<file path="src/rtl/spec_alu_pkg.sv">
package spec_alu_pkg;
  localparam int OP_W = 3;

  typedef enum logic [OP_W-1:0] {
    OP_ADD = 3'd0,
    OP_SUB = 3'd1,
    OP_AND = 3'd2,
    OP_OR  = 3'd3,
    OP_XOR = 3'd4,
    OP_SLT = 3'd5
  } alu_op_e;

  localparam int NUM_LANES = 2;
endpackage

</file>
<file path="src/rtl/spec_alu_core.sv">
module spec_alu_core
  import spec_alu_pkg::*;
#(
  parameter int W = 32
) (
  input  logic [OP_W-1:0] op,
  input  logic [W-1:0]    a,
  input  logic [W-1:0]    b,
  output logic [W-1:0]    y
);
  logic slt_bit;

  always_comb slt_bit = $signed(a) < $signed(b);

  always_comb begin
    case (op)
      OP_ADD:  y = a + b;
      OP_SUB:  y = a - b;
      OP_AND:  y = a & b;
      OP_OR:   y = a | b;
      OP_XOR:  y = a ^ b;
      OP_SLT:  y = {{(W-1){1'b0}}, slt_bit};
      default: y = '0;
    endcase
  end
endmodule

</file>
<file path="src/rtl/spec_alu_lane.sv">
// One checker copy: operands are captured on this lane's phase edge and held
// two cycles; the result is sampled at the close of that window.
module spec_alu_lane
  import spec_alu_pkg::*;
#(
  parameter int W       = 32,
  parameter int LANE_ID = 0
) (
  input  logic            clk,
  input  logic            rst,
  input  logic            phase,
  input  logic            in_valid,
  input  logic [OP_W-1:0] in_op,
  input  logic [W-1:0]    in_a,
  input  logic [W-1:0]    in_b,
  output logic            res_valid,
  output logic [W-1:0]    res_value
);
  localparam logic MY_PHASE = LANE_ID[0];

  logic            hold_v;
  logic [OP_W-1:0] hold_op;
  logic [W-1:0]    hold_a, hold_b;
  logic [W-1:0]    slow_y;
  logic            my_turn;

  always_comb my_turn = (phase == MY_PHASE);

  spec_alu_core #(.W(W)) u_core (
    .op(hold_op), .a(hold_a), .b(hold_b), .y(slow_y)
  );

  always_ff @(posedge clk) begin
    if (rst) begin
      hold_v    <= 1'b0;
      hold_op   <= '0;
      hold_a    <= '0;
      hold_b    <= '0;
      res_valid <= 1'b0;
      res_value <= '0;
    end else if (my_turn) begin
      res_valid <= hold_v;
      res_value <= slow_y;
      hold_v    <= in_valid;
      hold_op   <= in_op;
      hold_a    <= in_a;
      hold_b    <= in_b;
    end
  end
endmodule

</file>
<file path="src/rtl/spec_alu_compare.sv">
// Slow-rate comparator: captures the main result for the operation whose
// checker window is closing, then compares against that checker next cycle.
module spec_alu_compare
  import spec_alu_pkg::*;
#(
  parameter int W     = 32,
  parameter int TAG_W = 4
) (
  input  logic                 clk,
  input  logic                 rst,
  input  logic                 phase,
  input  logic                 main_valid,
  input  logic [W-1:0]         main_value,
  input  logic [TAG_W-1:0]     main_tag,
  input  logic [NUM_LANES-1:0] lane_valid,
  input  logic [W-1:0]         lane_value [NUM_LANES],
  output logic                 ver_valid,
  output logic                 ver_err,
  output logic [W-1:0]         ver_result,
  output logic [TAG_W-1:0]     ver_tag
);
  logic             cap_v;
  logic [W-1:0]     cap_value;
  logic [TAG_W-1:0] cap_tag;
  logic             sel;
  logic             chk_v;
  logic [W-1:0]     chk_value;

  // The lane whose window closed at the previous edge is the one not in phase now.
  always_comb begin
    sel       = ~phase;
    chk_v     = lane_valid[sel];
    chk_value = lane_value[sel];
  end

  always_ff @(posedge clk) begin
    if (rst) begin
      cap_v      <= 1'b0;
      cap_value  <= '0;
      cap_tag    <= '0;
      ver_valid  <= 1'b0;
      ver_err    <= 1'b0;
      ver_result <= '0;
      ver_tag    <= '0;
    end else begin
      cap_v      <= main_valid;
      cap_value  <= main_value;
      cap_tag    <= main_tag;
      ver_valid  <= chk_v & cap_v;
      ver_err    <= chk_v & cap_v & (chk_value != cap_value);
      ver_result <= chk_value;
      ver_tag    <= cap_tag;
    end
  end
endmodule

</file>
<file path="src/rtl/spec_alu_verify.sv">
module spec_alu_verify
  import spec_alu_pkg::*;
#(
  parameter int W     = 32,
  parameter int TAG_W = 4
) (
  input  logic             clk,
  input  logic             rst,
  input  logic             in_valid,
  input  logic [2:0]       in_op,
  input  logic [W-1:0]     in_a,
  input  logic [W-1:0]     in_b,
  input  logic [W-1:0]     fault_mask,
  output logic             spec_valid,
  output logic [W-1:0]     spec_result,
  output logic [TAG_W-1:0] spec_tag,
  output logic             ver_valid,
  output logic             ver_err,
  output logic [W-1:0]     ver_result,
  output logic [TAG_W-1:0] ver_tag
);
  logic             phase;
  logic [TAG_W-1:0] tag_ctr;

  logic             m_v;
  logic [OP_W-1:0]  m_op;
  logic [W-1:0]     m_a, m_b, m_mask;
  logic [TAG_W-1:0] m_tag;
  logic [W-1:0]     fast_y;

  logic [NUM_LANES-1:0] lane_v;
  logic [W-1:0]         lane_y [NUM_LANES];

  always_ff @(posedge clk) begin
    if (rst) begin
      phase   <= 1'b0;
      tag_ctr <= '0;
    end else begin
      phase <= ~phase;
      if (in_valid) tag_ctr <= tag_ctr + 1'b1;
    end
  end

  // Main (speculative) copy: registered operands, one result per cycle.
  always_ff @(posedge clk) begin
    if (rst) begin
      m_v    <= 1'b0;
      m_op   <= '0;
      m_a    <= '0;
      m_b    <= '0;
      m_mask <= '0;
      m_tag  <= '0;
    end else begin
      m_v    <= in_valid;
      m_op   <= in_op;
      m_a    <= in_a;
      m_b    <= in_b;
      m_mask <= fault_mask;
      m_tag  <= tag_ctr;
    end
  end

  spec_alu_core #(.W(W)) u_main (
    .op(m_op), .a(m_a), .b(m_b), .y(fast_y)
  );

  always_ff @(posedge clk) begin
    if (rst) begin
      spec_valid  <= 1'b0;
      spec_result <= '0;
      spec_tag    <= '0;
    end else begin
      spec_valid  <= m_v;
      spec_result <= fast_y ^ m_mask;
      spec_tag    <= m_tag;
    end
  end

  for (genvar g = 0; g < NUM_LANES; g++) begin : g_lane
    spec_alu_lane #(.W(W), .LANE_ID(g)) u_lane (
      .clk(clk), .rst(rst), .phase(phase),
      .in_valid(in_valid), .in_op(in_op), .in_a(in_a), .in_b(in_b),
      .res_valid(lane_v[g]), .res_value(lane_y[g])
    );
  end

  spec_alu_compare #(.W(W), .TAG_W(TAG_W)) u_cmp (
    .clk(clk), .rst(rst), .phase(phase),
    .main_valid(spec_valid), .main_value(spec_result), .main_tag(spec_tag),
    .lane_valid(lane_v), .lane_value(lane_y),
    .ver_valid(ver_valid), .ver_err(ver_err),
    .ver_result(ver_result), .ver_tag(ver_tag)
  );
endmodule

</file>
<file path="config.mk">
export PLATFORM = sky130hd
export DESIGN_NAME = spec_alu_verify
export DESIGN_NICKNAME = d
export VERILOG_FILES = /design/src/rtl/spec_alu_pkg.sv /design/src/rtl/spec_alu_core.sv /design/src/rtl/spec_alu_lane.sv /design/src/rtl/spec_alu_compare.sv /design/src/rtl/spec_alu_verify.sv
export SDC_FILE = /design/constraint.sdc
export NUM_CORES = 1
export LEC_CHECK = 0
export ABC_AREA = 1
export BUFFER_PORTS_ARGS = -buffer_cell sky130_fd_sc_hd__buf_2
export CAP_MARGIN = 5
export CORE_MARGIN = 5
export CORE_UTILIZATION = 60
export DETAILED_ROUTE_END_ITERATION = 8
export HOLD_SLACK_MARGIN = 0.1
export PLACE_DENSITY = 0.82
export SYNTH_ARGS = -nofsm -noshare
export SYNTH_HDL_FRONTEND = slang
export SYNTH_SLANG_ARGS = --single-unit
</file>
<file path="constraint.sdc">
create_clock -name clk -period 2.25 [get_ports clk]
set_input_delay 0.1125 -clock clk [delete_from_list [all_inputs] [get_ports clk]]
set_output_delay 0.1125 -clock clk [all_outputs]
set_load 0.02 [all_outputs]
</file>
==> results of run 1 <==
[logic make-up after synthesis]
group                    count (synthesis)  share of synthesized area (%)
AND/OR/NAND/NOR                       2496                          31.80
buffers and inverters                 1221                          14.99
adder cells (fa/ha/maj)                302                          11.84
AO/OA/AOI/OAI                          843                          14.03
flip-flops                             423                          26.23
XOR/XNOR                                41                          1.112
[metrics by stage]
step / util, % / worst slack, ps / cells
4_1_cts: 79.53 / -8.163 / 6934
3_5_place_dp: 72.37 / -284.0 / 6740
3_3_place_gp: 72.37 / -242.5 / 6740
2_1_floorplan: - / 245.1 / 5326
[cell usage after synthesis (7+ instances only)]
cell                       number
sky130_fd_sc_hd__buf_2         75
sky130_fd_sc_hd__a221oi_1       7
sky130_fd_sc_hd__dfxtp_1      423
sky130_fd_sc_hd__and2_1        20
sky130_fd_sc_hd__nand3_2        8
sky130_fd_sc_hd__nor2_2        14
sky130_fd_sc_hd__o21ai_0      188
sky130_fd_sc_hd__buf_4          9
sky130_fd_sc_hd__nand3b_1       7
sky130_fd_sc_hd__buf_6         17
sky130_fd_sc_hd__nor4_1         7
sky130_fd_sc_hd__nand2_1     1429
sky130_fd_sc_hd__nand3_1      334
sky130_fd_sc_hd__a21oi_2        8
sky130_fd_sc_hd__nor3_2         7
sky130_fd_sc_hd__nor3_1        24
sky130_fd_sc_hd__nand4_1       41
sky130_fd_sc_hd__inv_1       1009
sky130_fd_sc_hd__xor2_1        23
sky130_fd_sc_hd__clkbuf_1      80
sky130_fd_sc_hd__ha_1         296
sky130_fd_sc_hd__nand2_2       19
sky130_fd_sc_hd__o22ai_1       96
sky130_fd_sc_hd__o21bai_1      27
sky130_fd_sc_hd__xnor2_1       18
sky130_fd_sc_hd__o21ai_1       12
sky130_fd_sc_hd__inv_2         20
sky130_fd_sc_hd__a21oi_1      483
sky130_fd_sc_hd__nor2_1       570
sky130_fd_sc_hd__buf_1          8
[metal layers]
metal,track usage (%),GRT overflow
met1,66.02,0
met2,87.41,7
met3,49.37,1
met4,66.67,6
met5,18.06,0
[repair_timing]
item	in CTS
setup buffers	8
hold endpoints to repair	249
resized for setup	292
hold buffers	101
setup endpoints to repair	80
pin swaps	27
==> impl_metrics.yaml, run 1 <==
placement:
  gp_routability_congestion: 1.117
  detailed_place.area_sq_mm: 0.03879
  portBuffers: 176
  detailedPlacementHpwl_um: 114500
global_route:
  grt.overflow.total: 14
  grt_start_max_net_pins: 87
  grtUsageTotal_pct: 67.23
synth:
  synth_warnings: 0
  synth-seq-area-share_pct: 26.23
  synthesis.area_per_instance_sq_um: 6.063
  async_reset_ff_share_pct: 0
  post_syn_nets: 5730
  netlist_instances: 5326
  synth_edf_count: 0
  unique_masters_post_synth: 49
  synth_top_cell_by_area: "sky130_fd_sc_hd__dfxtp_1"
  synthTopCellsByArea: "sky130_fd_sc_hd__dfxtp_1 (26%), sky130_fd_sc_hd__nand2_1 (17%), sky130_fd_sc_hd__inv_1 (12%)"
  yosysTopAreaCellShare_pct: 26.23
  syn-cell-area_sq_mm: 0.03229
  ys_ff_latch: 423
  postSynth.topFlopCell: "sky130_fd_sc_hd__dfxtp_1"
floorplan:
  starting_utilization_of_the_core_area_pct: 60.24
  die_height_um: 242.0
  row_count: 85
  io-pin-count: 177
  die_x_um: 242.0
sta:
  worst_endpoint_kind: "sequential cell input"
  worst_ep_grt: "spec_result[24]$_SDFF_PP0_/D"
outcome:
  outcome.stop_stage: "5_1_grt"
  run_status: "stopped before the end"
  error_message: "[ERROR GRT-0232] Routing congestion too high. Check the congestion heatmap in the GUI."
clock_network:
  clkSinkCount: 423
  clock-root-buffer: "sky130_fd_sc_hd__clkbuf_16"
  ctsHtreeMaxLevel: 2
  clockBufferDepth: 3
  tritoncts.num_buffers: 46
==> run 2, diff against run 1 <==
CORE_UTILIZATION = 40   (was 60)
HOLD_SLACK_MARGIN = not set   (was 0.1)
PLACE_DENSITY = not set   (was 0.82)
PLACE_DENSITY_LB_ADDON = 0.15   (was not set)
==> run 2 against run 1 <==
- area after synthesis stayed put
- the flow now finishes, with violations (negative setup slack)
- synthesized cell count stayed put
==> impl_metrics.yaml, run 2 <==
outcome:
  run_status: "complete, but fails checks"
  failing_checks: "negative setup slack"
placement:
  placedCellCount: 7107
  portBuffers: 176
  detailedPlacementHpwl_um: 115900
  gp_routability_congestion: 1.021
  place_ws_ps: -362.0
sta:
  min_hold_slack_ps: 199.2
  final.min_clock_period_ps: 2255
  slew_headroom_pct: 42.53
  max_freq_mhz: 443.5
  grt_setup_unrepaired: "true"
  post-route-period-util_pct: 100.2
  finalWorstSetupSlack_ps: -4.658
  worst_clock_skew_ps: 38.48
  count_of_endpoints_failing_setup_in_the_final_report: 1
  tightestPinTransition_ps: 858.8
  final-max-slew-violation-count: 0
  hold_violations: 0
synth:
  yosysMostFrequentCell: "sky130_fd_sc_hd__nand2_1"
  synth-compound-area-share_pct: 14.03
  post_synth_fa_ha_maj_area_fraction_pct: 11.84
  ys_top_cells_by_count: "sky130_fd_sc_hd__nand2_1 (1429), sky130_fd_sc_hd__inv_1 (1009), sky130_fd_sc_hd__nor2_1 (570)"
  synthesis.area_per_instance_sq_um: 6.063
  synth-seq-area-share_pct: 26.23
  synthTopCellsByArea: "sky130_fd_sc_hd__dfxtp_1 (26%), sky130_fd_sc_hd__nand2_1 (17%), sky130_fd_sc_hd__inv_1 (12%)"
  yosysTopAreaCellShare_pct: 26.23
  synthMuxAreaShare_pct: 0
  synth_simple_gate_area_share_pct: 31.80
  post_syn_nets: 5730
  synth_edf_count: 0
  ys_ff_latch: 423
  async_reset_ff_share_pct: 0
  unique_masters_post_synth: 49
  synth_top_cell_by_area: "sky130_fd_sc_hd__dfxtp_1"
  synth_warnings: 0
  yosys.area_share.xor_xnor_pct: 1.112
  synth_top_family_by_area: "simple AND/OR/NAND/NOR gates"
  postSynth.topFlopCell: "sky130_fd_sc_hd__dfxtp_1"
  netlist_instances: 5326
  syn-cell-area_sq_mm: 0.03229
layout:
  layout.nets: 6648
  drive_above_1_share_pct: 30.46
  layout.core_utilization_pct: 57.20
  areaGrowthSynthToFinish_pct: 42.22
  reg_top3: "g_lane.u_lane.hold_a: 64 flops, g_lane.u_lane.hold_b: 64 flops, g_lane.u_lane.res_value: 64 flops"
  layout_commonest_cell: "sky130_fd_sc_hd__nand2_1"
  final_cell_mix: "sky130_fd_sc_hd__nand2_1 (1224), sky130_fd_sc_hd__inv_1 (940), sky130_fd_sc_hd__buf_4 (754)"
  post_layout_nonfiller_instances: 7344
clock_network:
  tritoncts.num_buffers: 49
  cts_tree: "done"
  clock-root-buffer: "sky130_fd_sc_hd__clkbuf_16"
  worst_skew_pair.late_latency_ps: 660
  clockBufferDepth: 3
  clkSinkCount: 423
  clk_pin_slew_worst_paths_ps: 60
  ctsHtreeMaxLevel: 2
worst_setup_path:
  worstPathMaxFanout: 3
  crit_top_cell: "sky130_fd_sc_hd__nand2_2"
  timing.critical_path.to_type: "flop"
  path_cells: "ha_4 > fa_2 > nand3_2 > nand3_2 > nand2_2 > nand2_4 > nand2_2 > nand2_2 > buf_4 > nand2_1 > o21ai_1 > a21oi_1 > nand2_2 > nand2_1 > a21oi_1"
  critical-path-slowest-cell: "sky130_fd_sc_hd__dfxtp_4"
  crit_arrival_ps: 2750
  critPathKind: "reg -> reg"
  critical_path.startpoint_type: "flop"
  maximum_cell_stage_delay_along_the_critical_path_ps: 370
  critical_path_required_ps: 2750
power_and_ir_drop:
  p_per_area_mw_per_mm2: 651.7
  peakVddDrop_mv: 0.5351
  p_leak_nw: 23.68
route:
  total_detailed_routing_wirelength_um: 146700
  route.detailed.vias_per_inst: 5.136
  drcViolationCount: 0
  drt_iter0_markers: 3538
  vias: 37718
  drt_pass1_iterations: 8
  route.antenna.remaining_nets: 0
  routed_wire_length_per_instance_um: 19.98
floorplan:
  floorplan.die_area_sq_mm: 0.08651
  core-area_sq_mm: 0.08029
  die_x_um: 294.1
  row_count: 104
  starting_utilization_of_the_core_area_pct: 40.22
  io-pin-count: 177
  die_height_um: 294.1
global_route:
  grt_pass1_vias: 35277
  grtUsageTotal_pct: 31.76
  grt.overflow.total: 0
  grt_start_max_net_pins: 68
  antenna_found_initial: 15
  grt_first_pass_wirelength_um: 211100
worst_hold_path:
  hold_path.class: "in -> reg"
run:
  maxCapViolCount: 0
run 2: cell counts after synthesis:
No cell type changed its count.
run 2: repair_timing:
item / in CTS / in global routing
hold buffers: 101 / 0
cloned: 0 / 1
hold endpoints to repair: 233 / 0
endpoints found under the setup margin: 78 / 84
resized for setup: 274 / 748
pin swaps: 17 / 186
setup buffers: 2 / 44
run 2: final cells by class:
cell class | instances | area [sq um]
sequential | 423 | 8547
clock buffer | 61 | 1331
antenna | 1 | 2.502
inverter | 1030 | 3881
timing repair buffer | 1058 | 8001
tap | 1060 | 1326
fill | 7930 | 34370
multi-input combinational | 3682 | 22470
clock inverter | 29 | 357.8
run 2: layer usage:
layer	part of all wire [%]	global-route usage (%)	up-vias
met1	42	41.69	17405
li1	-	-	18354
met3	7.5	4.800	375
met4	5.7	14.46	0
met2	44	51.69	1584
met5	0	0	-
run 2: per-stage QoR:
step / setup TNS (ps) / power, mW / instance area (sq um)
2_1_floorplan: 0 / 14.23 / 32290
3_3_place_gp: -7223 / 19.23 / 39240
3_5_place_dp: -8212 / 19.28 / 39240
4_1_cts: 0 / 28.39 / 43070
5_1_grt: -1122 / 31.35 / 45920
6_report: -4.658 / 29.93 / 45920
run 2: logic make-up (layout without fill, tap and decap cells):
family / Yosys count / count (layout)
adders and majority gates: 302 / 302
other: 0 / 1
buffers and inverters: 1221 / 2178
and+or+nand+nor: 2496 / 2496
AOI/OAI and AO/OA: 843 / 843
xor gates and xnor gates: 41 / 41
DFF: 423 / 423
run 2: worst max-delay path: cells and delay by family, from the launching register on:
| kind | cells | cell delay [ps] |
|---|---|---|
| AO/OA/AOI/OAI | 3 | 360 |
| adder cells (fa/ha/maj) | 2 | 530 |
| buffers and inverters | 1 | 140 |
| flip-flops | 1 | 370 |
| AND/OR/NAND/NOR | 9 | 710 |
run 2: path summary, 6_finish.rpt:
check / depth (start not counted) / start / to / slack (ps)
worst min-delay path: 4 / fault_mask[31] / m_mask[31] / 200
worst max-delay path: 15 / g_lane[1].u_lane.hold_b[0] / g_lane[1].u_lane.res_value[12] / -5
worst min register to register: 2 / m_tag[1] / spec_tag[1] / 400
worst max register to register: 15 / g_lane[1].u_lane.hold_b[0] / g_lane[1].u_lane.res_value[12] / -5
run 2: where the power goes:
part | total [mW] | internal [mW] | switching (mW)
Sequential | 8.47 | 8.11 | 0.356
Combinational | 13.0 | 5.29 | 7.74
Clock | 8.43 | 4.75 | 3.68
Total | 29.9 | 18.2 | 11.8
Note: power is estimated with default switching activity, not from simulation.
